<file path="src/rtl/dslope_pkg.sv">
package dslope_pkg;
  typedef enum logic [1:0] {
    PH_AZ    = 2'd0,
    PH_SIG   = 2'd1,
    PH_DEINT = 2'd2,
    PH_HOLD  = 2'd3
  } phase_e;
endpackage

</file>
<file path="src/rtl/dslope_timer.sv">
module dslope_timer #(
  parameter int CW = 11
) (
  input  logic          clk,
  input  logic          rst_n,
  input  logic          clr,
  input  logic          en,
  output logic [CW-1:0] q
);
  logic [CW-1:0] q_nxt;

  always_comb begin
    q_nxt = q;
    if (clr)     q_nxt = '0;
    else if (en) q_nxt = q + CW'(1);
  end

  always_ff @(posedge clk or negedge rst_n) begin
    if (!rst_n) q <= '0;
    else        q <= q_nxt;
  end
endmodule

</file>
<file path="src/rtl/dslope_fsm.sv">
module dslope_fsm
  import dslope_pkg::*;
#(
  parameter int AZ_LEN    = 1000,
  parameter int SIG_LEN   = 1000,
  parameter int MAX_DEINT = 2000,
  parameter int CW        = 11
) (
  input  logic          clk,
  input  logic          rst_n,
  input  logic          start,
  input  logic          free_run,
  input  logic          cmp,
  input  logic [CW-1:0] cnt,
  output phase_e        phase,
  output logic          pol,
  output logic          cnt_clr,
  output logic          cnt_en,
  output logic          fin,
  output logic          fin_ovr
);
  localparam logic [CW-1:0] AZ_LAST  = CW'(AZ_LEN - 1);
  localparam logic [CW-1:0] SIG_LAST = CW'(SIG_LEN - 1);
  localparam logic [CW-1:0] DE_LAST  = CW'(MAX_DEINT - 1);

  phase_e phase_nxt;
  logic   pol_nxt;
  logic   pol_ld;

  always_comb begin
    phase_nxt = phase;
    cnt_clr   = 1'b0;
    cnt_en    = 1'b0;
    pol_ld    = 1'b0;
    fin       = 1'b0;
    fin_ovr   = 1'b0;
    unique case (phase)
      PH_AZ: begin
        if (cnt == AZ_LAST) begin
          phase_nxt = PH_SIG;
          cnt_clr   = 1'b1;
        end else begin
          cnt_en = 1'b1;
        end
      end
      PH_SIG: begin
        if (cnt == SIG_LAST) begin
          phase_nxt = PH_DEINT;
          cnt_clr   = 1'b1;
          pol_ld    = 1'b1;
        end else begin
          cnt_en = 1'b1;
        end
      end
      PH_DEINT: begin
        if (cmp != pol) begin
          fin = 1'b1;
        end else if (cnt == DE_LAST) begin
          fin     = 1'b1;
          fin_ovr = 1'b1;
        end else begin
          cnt_en = 1'b1;
        end
        if (fin) begin
          phase_nxt = free_run ? PH_AZ : PH_HOLD;
          cnt_clr   = 1'b1;
        end
      end
      PH_HOLD: begin
        if (start) begin
          phase_nxt = PH_AZ;
          cnt_clr   = 1'b1;
        end
      end
      default: begin
        phase_nxt = PH_AZ;
        cnt_clr   = 1'b1;
      end
    endcase
  end

  always_comb begin
    pol_nxt = pol;
    if (pol_ld) pol_nxt = cmp;
  end

  always_ff @(posedge clk or negedge rst_n) begin
    if (!rst_n) begin
      phase <= PH_AZ;
      pol   <= 1'b0;
    end else begin
      phase <= phase_nxt;
      pol   <= pol_nxt;
    end
  end
endmodule

</file>
<file path="src/rtl/dslope_result.sv">
module dslope_result #(
  parameter int MAX_DEINT = 2000,
  parameter int CW        = 11,
  parameter int RW        = 11
) (
  input  logic          clk,
  input  logic          rst_n,
  input  logic          fin,
  input  logic          fin_ovr,
  input  logic          pol,
  input  logic [CW-1:0] cnt,
  output logic [RW-1:0] result,
  output logic          sign,
  output logic          overrange,
  output logic          done
);
  localparam logic [RW-1:0] SAT = RW'(MAX_DEINT);

  logic [RW-1:0] result_nxt;
  logic          sign_nxt;
  logic          ovr_nxt;

  always_comb begin
    result_nxt = result;
    sign_nxt   = sign;
    ovr_nxt    = overrange;
    if (fin) begin
      result_nxt = fin_ovr ? SAT : RW'(cnt);
      sign_nxt   = pol;
      ovr_nxt    = fin_ovr;
    end
  end

  always_ff @(posedge clk or negedge rst_n) begin
    if (!rst_n) begin
      result    <= '0;
      sign      <= 1'b0;
      overrange <= 1'b0;
      done      <= 1'b0;
    end else begin
      result    <= result_nxt;
      sign      <= sign_nxt;
      overrange <= ovr_nxt;
      done      <= fin;
    end
  end
endmodule

</file>
<file path="src/rtl/dslope_seq.sv">
module dslope_seq
  import dslope_pkg::*;
#(
  parameter int AZ_LEN    = 1000,
  parameter int SIG_LEN   = 1000,
  parameter int MAX_DEINT = 2000,
  localparam int RW       = $clog2(MAX_DEINT + 1)
) (
  input  logic          clk,
  input  logic          rst_n,
  input  logic          start,
  input  logic          free_run,
  input  logic          cmp,
  output logic          sw_az,
  output logic          sw_sig,
  output logic          sw_ref,
  output logic          ref_neg,
  output logic [RW-1:0] result,
  output logic          sign,
  output logic          overrange,
  output logic          done
);
  localparam int LEN_A   = (AZ_LEN > SIG_LEN) ? AZ_LEN : SIG_LEN;
  localparam int LONGEST = (LEN_A > MAX_DEINT) ? LEN_A : MAX_DEINT;
  localparam int CW      = $clog2(LONGEST + 1);

  phase_e        phase;
  logic          pol;
  logic          cnt_clr;
  logic          cnt_en;
  logic          fin;
  logic          fin_ovr;
  logic [CW-1:0] cnt;

  dslope_timer #(.CW(CW)) u_timer (
    .clk   (clk),
    .rst_n (rst_n),
    .clr   (cnt_clr),
    .en    (cnt_en),
    .q     (cnt)
  );

  dslope_fsm #(
    .AZ_LEN    (AZ_LEN),
    .SIG_LEN   (SIG_LEN),
    .MAX_DEINT (MAX_DEINT),
    .CW        (CW)
  ) u_fsm (
    .clk      (clk),
    .rst_n    (rst_n),
    .start    (start),
    .free_run (free_run),
    .cmp      (cmp),
    .cnt      (cnt),
    .phase    (phase),
    .pol      (pol),
    .cnt_clr  (cnt_clr),
    .cnt_en   (cnt_en),
    .fin      (fin),
    .fin_ovr  (fin_ovr)
  );

  dslope_result #(
    .MAX_DEINT (MAX_DEINT),
    .CW        (CW),
    .RW        (RW)
  ) u_result (
    .clk       (clk),
    .rst_n     (rst_n),
    .fin       (fin),
    .fin_ovr   (fin_ovr),
    .pol       (pol),
    .cnt       (cnt),
    .result    (result),
    .sign      (sign),
    .overrange (overrange),
    .done      (done)
  );

  // the hold phase keeps the integrator shorted, like auto-zero
  assign sw_az   = (phase == PH_AZ) || (phase == PH_HOLD);
  assign sw_sig  = (phase == PH_SIG);
  assign sw_ref  = (phase == PH_DEINT);
  assign ref_neg = pol;
endmodule

</file>
<file path="config.mk">
export PLATFORM = sky130hd
export DESIGN_NAME = dslope_seq
export DESIGN_NICKNAME = d
export VERILOG_FILES = /design/src/rtl/dslope_pkg.sv /design/src/rtl/dslope_timer.sv /design/src/rtl/dslope_fsm.sv /design/src/rtl/dslope_result.sv /design/src/rtl/dslope_seq.sv
export SDC_FILE = /design/constraint.sdc
export NUM_CORES = 1
export LEC_CHECK = 0
export BUFFER_PORTS_ARGS = -buffer_cell sky130_fd_sc_hd__buf_2
export CAP_MARGIN = 40
export CORE_MARGIN = 1
export CORE_UTILIZATION = 45
export DETAILED_ROUTE_END_ITERATION = 10
export PLACE_DENSITY = 0.68
export SLEW_MARGIN = 20
export SYNTH_ARGS = -nofsm -noshare
export SYNTH_HDL_FRONTEND = slang
export SYNTH_SLANG_ARGS = --single-unit
</file>
<file path="constraint.sdc">
create_clock -name clk -period 2.2 [get_ports clk]
set_clock_uncertainty 0.2 [all_clocks]
set_input_delay 0.44 -clock clk [delete_from_list [all_inputs] [get_ports clk]]
set_output_delay 0.44 -clock clk [all_outputs]
set_load 0.005 [all_outputs]
</file>
==> impl.org <==
** Layout
- The repair_antennas step left the layout with diodes totalling 0.
- The filler cells instantiated in the layout total 270.
- Fraction of final layout cells with drive strength greater than 1 :: 29.6%
- At the end of the flow, the number of nets in the layout was 181.
- Leaving out filler cells and counting taps, the final layout contains 213.
- Area overhead of the layout relative to synthesis :: 22.1%
- Post-Route Utilization :: 57.5%

** Route
- Remaining antenna violation count :: 0
- Avg WL per Cell :: 14.2 µm
- After detailed routing, the number of vias per cell comes to 5.46.
- The detailed router finished its first iteration with 21 violations.
- Summed over all layers, the routed wires come to 3030 µm.
- The final route contains 1162 vias.
- DRC violations left :: 0
- The first detailed-routing pass ran for 6 iterations.

** Power
- Maximum vdd ir drop :: 0.503 mV
- Power per cell area :: 1160 nW/µm²
- The analysis attributes to cell leakage a power of 0.791 nW.

** STA
- After layout, the minimum clock period comes to 2.14 ns.
- Final Hold Fails :: 0
- FMAX :: 468 MHz
- Count of pins over their slew limit :: 0
- Final clock period utilization by the worst path :: 97.2%
- Transition time of the tightest slew-check pin :: 0.626 ns
- Slew headroom :: 58.3%
- RSZ-0062 raised after global routing :: false
- Setup violations remaining at the end of the flow were counted as 0.

** Status
- Result of the run :: complete, no violations

** Worst setup path
- Maximum cell stage delay along the critical path :: 0.48 ns
- Setup crit start :: u_fsm.phase[1]$_DFFE_PN0P_
- In this run the critical register-to-register path is launched from u_fsm.phase[1]$_DFFE_PN0P_.
- The worst setup path is captured at a flip-flop.
- The critical path crosses 7 cells after its start point.
- The setup path with the least slack is of type reg -> reg.
- Traced cell by cell, the critical path runs through inv_1 > ha_2 > nor2_1 > a2bb2oi_2 > a311o_1 > or3_1 > a21oi_1.
- The kind of cell with the highest combined delay along the critical path is compound AO/OA/AOI/OAI gates.
- Data on the critical path arrives at its endpoint at 2.22 ns.
- In this run the worst path has a maximum fanout of 6.
- Measured in cells, the most critical reg-to-reg path has a length of 7.
- STA classifies the critical path startpoint as a flip-flop.
- Data on the critical path is required at its endpoint by 2.28 ns.
- On the critical path, the stage with the largest delay is an instance of dfrtp_2.
- The number of buffers and inverters on the critical path is 1.

** Placed design
- Final HPWL from detailed placement :: 2200 µm
- Input/output buffers :: 22
- In this run, placement finished with an instance count of 206.
- The congestion estimate from routability-driven global placement came to 0.902.

** Logic synthesis
- Counting every net in the synthesized netlist gives 145.
- The mapped netlist covers 1430 µm².
- Share of the synthesized area in the top cell type :: 49.2%
- Counting every instance in the synthesized netlist gives 134.
- Among all cell types in the netlist, the one instantiated most often is dfrtp_1.
- Share of the yosys chip area belonging to registers :: 49.2%
- Most frequently used flop master after synthesis :: dfrtp_1
- Counting instances in the post-synthesis netlist gives the leading cell types as dfrtp_1, nor2_1, inv_1, o21ai_0.
- Cells taking the most area after synthesis :: dfrtp_1, ha_1, o21ai_0
- Async set-reset flop share out of synthesis :: 100%
- A synthesized cell averages 10.6 µm².
- Synthesis inferred 28 register bits.
- Cell variety after synth :: 37
- Summed over all instances, the cell type with the most area after synthesis is dfrtp_1.
- Counting flops with a built-in enable in the synthesized netlist gives 0.
- During synthesis, Yosys emitted a total of 0 warnings.

** Clock network
- Insertion delay of the later-clocked pin in the worst-skew pair :: 0.34 ns
- Clk pin slew, worst setup/hold paths :: 0.16 ns
- Clock tree synthesis selected as its root buffer the cell clkbuf_4.
- The clock net in this run drives a total of 28 sinks.
- CTS built an H-tree with a depth of 1.
- Total CTS buffers :: 3
- Deepest clock path buffer count :: 2
- TritonCTS clock tree :: yes

** Global route
- Entering global routing, the biggest net connects 29 pins.
- Number of antenna violations at the first check in global routing :: 0
- GRT Overall Usage :: 19.8%
- The via count of the first global-routing pass came to 1122.
- Wire length of the first global-routing pass :: 5020 µm
- Total overflow reported by the global router :: 0

** Hold path
- Along the worst hold path, the cell count comes to 4.
- The path class of the tightest hold or removal check is in -> reg.
- The worst hold path begins at free_run.

** Die
- The die is 58.3 µm wide.
- The die is 58.3 µm tall.
- Core region area :: 3030 µm²
- Top-level port count :: 23
- Row Count :: 20
- For this configuration, the core starts out at a cell density of 47.1%.
- The die covers 3400 µm².

** Job
- Reported max-cap violation count :: 0
worst paths after layout:
path | end | slack [ns]
max in group asynchronous | u_fsm.phase[0]$_DFFE_PN0P_ | 0.93
min in group asynchronous | u_result.result[8]$_DFFE_PN0P_ | 0.42
max reg2reg | u_timer.q[8]$_DFFE_PN0P_ | 0.06
max | u_timer.q[8]$_DFFE_PN0P_ | 0.06
min | u_fsm.phase[0]$_DFFE_PN0P_ | 0.18
min reg2reg | u_result.result[6]$_DFFE_PN0P_ | 0.30
per-layer routing:
metal	up-vias	routed length [µm]	part of all wire [%]	GRT usage [%]
met2	31	1430	47	31.5
li1	561	-	-	-
met4	0	77	2.5	12.2
met3	7	97	3.2	2.68
met5	-	0	0	0
met1	563	1430	47	25.5
per-stage QoR:
stage          TNS, ns  setup WS (ns)  area, µm²  power [mW]  hold WS [ns]
2_1_floorplan        0         0.0793       1430        1.33       -0.0556
3_3_place_gp         0         0.0723       1630        1.59         0.266
3_5_place_dp   -0.0208        -0.0175       1630        1.63         0.275
4_1_cts              0       0.000468       1710        2.00         0.173
5_1_grt              0         0.0102       1740        2.17         0.209
6_report             0         0.0622       1740        2.02         0.180
power breakdown:
group / switching (mW) / leakage, nW / internal (mW)
Clock: 0.160 / 0.0279 / 0.185
Sequential: 0.124 / 0.359 / 0.684
Combinational: 0.442 / 0.405 / 0.428
Total: 0.725 / 0.791 / 1.30
cell usage in the layout, fill, tap and decap left out, types with 2 or more instances in the layout:
master	n
a21oi_1	7
a22o_1	5
buf_2	22
buf_4	9
clkbuf_4	3
dfrtp_1	26
dfrtp_2	2
ha_1	4
inv_1	8
mux2_2	2
mux2i_1	3
nand2_1	3
nand2b_1	3
nand3_1	7
nand3b_1	2
nor2_1	11
nor2_2	2
nor3_1	4
nor4_1	2
o21ai_0	8
o22a_1	5
or3_1	6
xor2_1	2
worst reg2reg max path, delay by kind of cell (launching register included):
kind	cells	cell delay, ns
buf+inv	1	0.13
flops	1	0.48
fa+ha+maj	1	0.23
simple gates	2	0.40
compound gates	3	0.64
layout make-up:
class | instances | area (µm²) | share of cell area (%)
Clock inverter | 1 | 30.0 | 1.73
Multi-Input combinational cell | 96 | 708 | 40.7
Sequential cell | 28 | 703 | 40.4
Timing Repair Buffer | 32 | 188 | 10.8
Inverter | 9 | 33.8 | 1.94
Clock buffer | 3 | 22.5 | 1.29
Tap cell | 44 | 55.1 | 3.16
timing repair:
item / in CTS / in global routing
resized for setup: 2 / 8
buffers inserted: 0 / 2
cloned: 0 / 0
endpoints found under the hold margin: 28 / 0
hold buffers: 1 / 0
pin swaps: 0 / 2
setup endpoints to repair: 5 / 14
flip-flops by register name, indices dropped and copies added, names as in the netlist:
name	flops
u_result.sign	1
u_fsm.pol	1
u_result.overrange	1
u_result.result	11
u_timer.q	11
u_fsm.phase	2
u_result.done	1
kinds of logic after synthesis:
family | after synthesis | synth area share (%)
buf+inv | 10 | 3.16
fa+ha+maj | 6 | 5.27
mux | 5 | 3.69
simple gates | 47 | 17.6
flops | 28 | 49.2
xor+xnor | 3 | 3.16
compound gates | 35 | 18.0
Power figures use the tool's default switching activity.
